$ cat config.mk
export PLATFORM = sky130hd
export DESIGN_NAME = tmr_tick_gen
export DESIGN_NICKNAME = d
export VERILOG_FILES = /design/src/rtl/tmr_pkg.sv /design/src/rtl/tmr_ctl_reg.sv /design/src/rtl/tmr_prescaler.sv /design/src/rtl/tmr_ext_edge.sv /design/src/rtl/tmr_tick_mux.sv /design/src/rtl/tmr_tick_gen.sv
export SDC_FILE = /design/constraint.sdc
export NUM_CORES = 1
export LEC_CHECK = 0
export ABC_CLOCK_PERIOD_IN_PS = 5290
export CORE_AREA = 8 8 54 60
export CTS_CLUSTER_DIAMETER = 40
export DETAILED_ROUTE_END_ITERATION = 10
export DIE_AREA = 0 0 62 68
export HOLD_SLACK_MARGIN = 0.05
export MAX_ROUTING_LAYER = met4
export PLACE_DENSITY_LB_ADDON = 0.2
export SYNTH_ARGS = -nofsm -noshare
export SYNTH_HDL_FRONTEND = slang
export SYNTH_SLANG_ARGS = --single-unit
$ cat constraint.sdc
create_clock -name clk_i -period 5.29 [get_ports clk_i]
set_clock_uncertainty 0.2 [all_clocks]
set_input_delay 1.058 -clock clk_i [delete_from_list [all_inputs] [get_ports clk_i]]
set_output_delay 1.058 -clock clk_i [all_outputs]
set_load 0.05 [all_outputs]
$ cat src/rtl/tmr_pkg.sv
package tmr_pkg;
  localparam int NUM_TAPS = 4;
  localparam int SEL_W    = 3;
  localparam int REG_W    = 8;
  localparam int HOLD_BIT = 7;
  localparam int CAP_BIT  = 6;
  localparam int CLR_BIT  = 0;
  localparam int unsigned TAP_LOG2 [NUM_TAPS] = '{3, 6, 8, 10};

  typedef enum logic [SEL_W-1:0] {
    SRC_OFF      = 3'd0,
    SRC_CLK      = 3'd1,
    SRC_D8       = 3'd2,
    SRC_D64      = 3'd3,
    SRC_D256     = 3'd4,
    SRC_D1024    = 3'd5,
    SRC_EXT_FALL = 3'd6,
    SRC_EXT_RISE = 3'd7
  } tick_src_e;

  typedef struct packed {
    logic hold;
    logic cap_sel;
    logic clr;
  } ctl_t;
endpackage

$ cat src/rtl/tmr_ctl_reg.sv
module tmr_ctl_reg
  import tmr_pkg::*;
(
  input  logic             clk_i,
  input  logic             rst_ni,
  input  logic             we_i,
  input  logic [REG_W-1:0] wdata_i,
  output ctl_t             ctl_o
);
  ctl_t ctl_q;

  always_ff @(posedge clk_i or negedge rst_ni) begin
    if (!rst_ni) begin
      ctl_q <= '0;
    end else if (we_i) begin
      ctl_q.hold    <= wdata_i[HOLD_BIT];
      ctl_q.cap_sel <= wdata_i[CAP_BIT];
      ctl_q.clr     <= wdata_i[CLR_BIT];
    end else if (!ctl_q.hold) begin
      // clear self-terminates unless held
      ctl_q.clr <= 1'b0;
    end
  end

  assign ctl_o = ctl_q;
endmodule

$ cat src/rtl/tmr_prescaler.sv
module tmr_prescaler
  import tmr_pkg::*;
#(
  parameter int CNT_W = 10
) (
  input  logic                clk_i,
  input  logic                rst_ni,
  input  logic                clr_i,
  output logic [NUM_TAPS-1:0] tap_o
);
  logic [CNT_W-1:0] cnt_q;

  always_ff @(posedge clk_i or negedge rst_ni) begin
    if (!rst_ni)    cnt_q <= '0;
    else if (clr_i) cnt_q <= '0;
    else            cnt_q <= cnt_q + 1'b1;
  end

  for (genvar t = 0; t < NUM_TAPS; t++) begin : g_tap
    localparam int unsigned L = TAP_LOG2[t];
    assign tap_o[t] = !clr_i && (&cnt_q[L-1:0]);
  end
endmodule

$ cat src/rtl/tmr_ext_edge.sv
module tmr_ext_edge #(
  parameter int SYNC_STAGES = 2
) (
  input  logic clk_i,
  input  logic rst_ni,
  input  logic pin_i,
  output logic rise_o,
  output logic fall_o
);
  logic [SYNC_STAGES-1:0] sync_q;
  logic                   last_q;
  logic                   rise_q, fall_q;

  always_ff @(posedge clk_i or negedge rst_ni) begin
    if (!rst_ni) begin
      sync_q <= '0;
      last_q <= 1'b0;
      rise_q <= 1'b0;
      fall_q <= 1'b0;
    end else begin
      sync_q <= {sync_q[SYNC_STAGES-2:0], pin_i};
      last_q <= sync_q[SYNC_STAGES-1];
      rise_q <= sync_q[SYNC_STAGES-1] & ~last_q;
      fall_q <= ~sync_q[SYNC_STAGES-1] & last_q;
    end
  end

  assign rise_o = rise_q;
  assign fall_o = fall_q;
endmodule

$ cat src/rtl/tmr_tick_mux.sv
module tmr_tick_mux
  import tmr_pkg::*;
(
  input  logic [SEL_W-1:0]    sel_i,
  input  logic                run_i,
  input  logic [NUM_TAPS-1:0] tap_i,
  input  logic                rise_i,
  input  logic                fall_i,
  output logic                tick_o
);
  always_comb begin
    unique case (tick_src_e'(sel_i))
      SRC_OFF:      tick_o = 1'b0;
      SRC_CLK:      tick_o = run_i;
      SRC_D8:       tick_o = tap_i[0];
      SRC_D64:      tick_o = tap_i[1];
      SRC_D256:     tick_o = tap_i[2];
      SRC_D1024:    tick_o = tap_i[3];
      SRC_EXT_FALL: tick_o = fall_i;
      SRC_EXT_RISE: tick_o = rise_i;
      default:      tick_o = 1'b0;
    endcase
  end
endmodule

$ cat src/rtl/tmr_tick_gen.sv
module tmr_tick_gen
  import tmr_pkg::*;
#(
  parameter int NUM_TMR     = 2,
  parameter int CNT_W       = 10,
  parameter int SYNC_STAGES = 2
) (
  input  logic                     clk_i,
  input  logic                     rst_ni,
  input  logic                     ctl_we_i,
  input  logic [REG_W-1:0]         ctl_wdata_i,
  output logic [REG_W-1:0]         ctl_rdata_o,
  output logic                     cap_sel_o,
  input  logic [NUM_TMR*SEL_W-1:0] sel_i,
  input  logic [NUM_TMR-1:0]       ext_i,
  output logic [NUM_TMR-1:0]       tick_o
);
  ctl_t                ctl;
  logic [NUM_TAPS-1:0] tap;

  tmr_ctl_reg u_reg (
    .clk_i   (clk_i),
    .rst_ni  (rst_ni),
    .we_i    (ctl_we_i),
    .wdata_i (ctl_wdata_i),
    .ctl_o   (ctl)
  );

  tmr_prescaler #(.CNT_W(CNT_W)) u_pre (
    .clk_i  (clk_i),
    .rst_ni (rst_ni),
    .clr_i  (ctl.clr),
    .tap_o  (tap)
  );

  for (genvar t = 0; t < NUM_TMR; t++) begin : g_tmr
    logic rise, fall;

    tmr_ext_edge #(.SYNC_STAGES(SYNC_STAGES)) u_edge (
      .clk_i  (clk_i),
      .rst_ni (rst_ni),
      .pin_i  (ext_i[t]),
      .rise_o (rise),
      .fall_o (fall)
    );

    tmr_tick_mux u_mux (
      .sel_i  (sel_i[t*SEL_W +: SEL_W]),
      .run_i  (!ctl.clr),
      .tap_i  (tap),
      .rise_i (rise),
      .fall_i (fall),
      .tick_o (tick_o[t])
    );
  end

  always_comb begin
    ctl_rdata_o           = '0;
    ctl_rdata_o[HOLD_BIT] = ctl.hold;
    ctl_rdata_o[CAP_BIT]  = ctl.cap_sel;
    ctl_rdata_o[CLR_BIT]  = ctl.clr;
  end

  assign cap_sel_o = ctl.cap_sel;
endmodule

* Word level (Yosys, flattened, before mapping)
Index checks and enable logic that the tools add are counted.
** Cells by class
- Add/subtract/negate cells :: 1
- Bitwise logic cells :: 8
- Multiplexer cells :: 5
- Equality and inequality tests :: 15
- Reductions and logical operators :: 11
** Operator list (count)
- == test 3 bit, second input constant :: 8
- one-hot mux 1 bit (8 select lines) :: 2
- == test 3 x 2 -> 1 bit, second input constant :: 4
- adder 10 x 1 -> 10 bit, second input constant :: 1
- 2-to-1 mux 10 bit :: 1
- AND reduction 10 bit :: 1
- AND reduction 8 bit :: 1
- == test 3 x 1 -> 1 bit, second input constant :: 2
- logical NOT 3 bit :: 2
- AND reduction 6 bit :: 1
- AND 1 bit :: 4
- logical AND 1 bit :: 4
- inverter 1 bit :: 4
- AND reduction 3 bit :: 1
- 2-to-1 mux 1 bit :: 2
- inequality test 2 bit, second input constant :: 1
- logical NOT 1 bit :: 1
** Word-level totals
- Logic and storage cells :: 52
- Input bits :: 19
- Output and inout port bits :: 11
- Flip-flop bits (word level) :: 23

* Depth between registers and ports, before layout
- Depth after elaboration :: 3
- Mapped depth :: 7
- Gate-level depth less buffers :: 6

* Hierarchy
From an unflattened synthesis, not the netlist that was laid out.
** Unflattened totals
- Cells, all modules :: 87
- Area, all modules :: 1054.8 um^2
** Modules (own cells, without submodules)
- tmr_prescaler :: cells an instance 47, sequential area each 250.2 um^2, instances 1, area an instance 484.2 um^2
- tmr_ext_edge :: cells an instance 7, sequential area each 125.1 um^2, instances 2, area an instance 140.1 um^2
- tmr_tick_mux :: cells an instance 5, sequential area each 0.0 um^2, instances 2, area an instance 63.8 um^2
- tmr_ctl_reg :: cells an instance 8, sequential area each 75.1 um^2, instances 1, area an instance 110.1 um^2
- tmr_tick_gen :: cells an instance 8, sequential area each 0.0 um^2, instances 1, area an instance 52.6 um^2

* Worst setup path before layout
OpenSTA, ideal clock, no wires.
- Path kind :: input port to output port
- Start :: in sel_i[3]
- End :: out tick_o[1]
- Path buffers :: 1
- Data arrival time :: 1763 ps
- Setup slack :: 2269 ps
- Stages :: 4
- Required time :: 4032 ps
- Cells stage by stage :: a2111oi_0 > o21ai_0 > o31ai_1 > buf_4
** Between the ends
- Longest elaborated chain between the ends :: 2
- Elaborated cells on any way between the ends :: 9
** RTL lines
- from (decl) :: line tmr_tick_gen.sv:14 : input logic [NUM_TMR*SEL_W-1:0] sel_i,
- == test 3 bit, or another cell as far along :: line tmr_tick_mux.sv:12 : unique case (tick_src_e'(sel_i))
- one-hot mux 1 bit (8 select lines) * :: line tmr_tick_mux.sv:12
- to (decl) :: line tmr_tick_gen.sv:16 : output logic [NUM_TMR-1:0] tick_o
Every way passes the cells marked *; elsewhere a longest branch is shown, timed or not.

* Final worst setup path
Same ends and word-level chain as after synthesis.

==> metrics.md <==
| Metric | Value |
|---|---|
| Site row count | 19 |
| I/O pin count | 30 |
| Multi-input gate area | 417.9 um2 |
| Total CTS buffers | 3 |
| Largest net degree at the start of global routing | 24 |
| Post-Syn Instances | 95 |
| Synth Flop Type | dfrtp_1 |
| Max-slew violations | 0 |
| Lkg Pwr | 0.0005398 uW |
| Setup WS post-layout | 1.059 ns |
| Iteration-0 DRC Markers | 16 |
| CP max FO | 4 |
| Die H | 68 um |
| Share of the yosys chip area belonging to registers | 54.44% |
| Wire length per cell | 12.62 um |
| R2R cell count | 4 |
| Critical path arrival | 2.97 ns |
| Commonest non-fill, non-tap cell in the layout | dfrtp_1 |
| HPWL after DPL | 1381 um |
| Asr flop ratio synth | 100.0% |
| Clk_lat worst skew | 0.30 ns |
| Reg2Reg Capture Point | u_pre.cnt_q[6] |
| Most frequent cells in the layout | 23 x dfrtp_1, 19 x clkdlybuf4s50_1, 8 x nor2b_1 |
| FF-to-FF Start | u_pre.cnt_q[0] |
| Critical path class | input pin to output pin |
| Initial cell density of the core | 44.92% |
| Number of buffers added on ports | 19 |
| Hold WC Path Type | flip-flop to flip-flop |
| Fmax | 236.3 MHz |
| Antenna cells | 0 |
| Status | complete, no violations |
| H-Tree Depth | 1 |
| Vias in the first global route | 736 |
| Hold Path Depth | 0 |
| Setup bufs post-CTS | 0 |
| Post-Route WL | 1804 um |
| Share of post-route cells with drive strength above 1 | 8.036% |
| Antenna Nets Post-Route | 0 |
| Clk pin slew, worst setup/hold paths | 0.12 ns |
| Die Width | 62 um |
| RSZ-0062 raised after global routing | no |
| Synth unique cells | 25 |
| Average size of a mapped cell | 11.13 um2 |
| R2R Setup Slk | 3.76 ns |
| CTS Buffer Depth | 2 |
| Max IR drop VDD | 0.2205 mV |
| Initial antenna violation count | 0 |
| Post-DR vias/cell | 4.930 |
| Req. time, crit path | 4.03 ns |
| Via Count | 705 |
| CORE AREA | 2354 um2 |
| CTS tree | yes |
| Die area | 4216 um2 |
| Worst relative slew slack | 34.90% |
| Final hold vios | 0 |
| Post-Syn Area | 1057 um2 |
| Tot GR Track Use | 9.949% |
| Final setup vio count | 0 |
| Worst-Margin Slew | 0.9734 ns |
| Nets@finish | 134 |
| Synth warnings | 0 |
| CTS root buf | clkbuf_4 |
| Startpoint types | input pin |
| Max_cap viols | 0 |
| Detailed-route DRC error count | 0 |
| Gpl congestion | 0.7900 |
| Post-place setup slack | 1.048 ns |
| Power density cells | 283.5 nW/um2 |
| Setup_tns | 0 ns |
| Element type at the critical path end | output pin |
| 1st-pass router iterations | 2 |
| Post_cts resized | 0 |
| Number of synthesized flops with an enable pin | 0 |
| Register area | 575.6 um2 |
| Final min period | 4.231 ns |
| First-pass GRT wire length | 2994 um |
| Worst hold endpoint | g_tmr[0].u_edge.sync_q[1] |
| Hold Path Origin | g_tmr[0].u_edge.sync_q[0] |
| P&R area growth vs syn | 18.94% |
| Post-CTS Hold Buffers | 0 |
| Clock sink count | 23 |
| Grt ovf | 0 |
| Fin crit share | 79.99% |
| Fillers | 214 |
| Number of synthesized register bits | 23 |
worst max-delay path by stage:
| stage | from | to | slack [ns] | depth (start not counted) |
|---|---|---|---|---|
| global placement | sel_i[3] | tick_o[1] | 1.08 | 5 |
| CTS | sel_i[3] | tick_o[1] | 1.05 | 5 |
| floorplan | sel_i[3] | tick_o[1] | 2.27 | 4 |
| detailed placement | sel_i[3] | tick_o[1] | 1.05 | 5 |
| global route | sel_i[3] | tick_o[1] | 0.95 | 5 |
| finish | sel_i[3] | tick_o[1] | 1.06 | 5 |
power breakdown:
part	total (uW)	internal, uW	switching (uW)
Clock	78.0	28.2	49.8
Sequential	207	191	16.0
Combinational	71.2	28.9	42.3
Total	357	248	108
synthesized netlist by cell type (2+ instances only):
cell type | instances | area [um2]
inv_1 | 2 | 7.510
dfrtp_1 | 23 | 575.6
mux2_2 | 2 | 22.52
nand3_1 | 3 | 15.01
ha_1 | 2 | 25.02
o21ai_0 | 7 | 35.03
a21oi_1 | 5 | 25.02
buf_4 | 9 | 67.56
nand2_1 | 7 | 26.28
nor2b_1 | 8 | 50.05
or3_1 | 3 | 18.77
xnor2_1 | 2 | 17.52
o31ai_1 | 2 | 15.01
mux2i_1 | 2 | 20.02
nor2_1 | 7 | 26.28
xor2_1 | 2 | 17.52
routing by layer:
metal / global-route usage, % / up-vias / routed length, um
li1: - / 345 / -
met1: 10.94 / 338 / 785
met2: 16.17 / 18 / 873
met3: 1.880 / 4 / 107
met4: 5.983 / 0 / 38
met5: - / - / 0
cell type report:
type	count	area share, %
Clock buffer	3	1.791
Inverter	2	0.5970
Timing Repair Buffer	19	15.12
Clock inverter	1	0.3980
Sequential cell	23	45.77
Tap cell	31	3.085
Multi-Input combinational cell	64	33.23
registers in the layout (all words and copies together) (netlist names):
| register | flops |
|---|---|
| g_tmr.u_edge.sync_q | 4 |
| u_reg.ctl_o | 3 |
| u_pre.cnt_q | 10 |
| g_tmr.u_edge.last_q | 2 |
| g_tmr.u_edge.fall_o | 2 |
| g_tmr.u_edge.rise_o | 2 |
cells by family after synthesis:
family | after synthesis | share of synthesized area (%)
adders and majority gates | 2 | 2.366
other | 1 | 0.3547
buffers and inverters | 12 | 7.455
DFF | 23 | 54.44
xor gates and xnor gates | 4 | 3.314
muxes | 4 | 4.024
and+or+nand+nor | 32 | 18.23
AOI/OAI and AO/OA | 17 | 9.821
worst max-delay path: stages:
cell and delay [ns]:
clkdlybuf4s50_1 0.48, a2111oi_0 0.38, o21ai_0 0.13, o31ai_1 0.08, clkdlybuf4s50_1 0.85
per-stage QoR:
step	power, uW	hold slack, ns	instances	util [%]	area [um2]
6_report	356.5	0.1621	143	53.43	1257
5_1_grt	375.0	0.1714	143	53.43	1257
4_1_cts	361.9	0.1633	143	53.43	1257
3_5_place_dp	282.6	0.1347	139	52.26	1230
3_3_place_gp	280.5	0.1326	139	52.26	1230
2_1_floorplan	258.2	0.1312	99	-	1072
(Power assumes the default switching activity.)
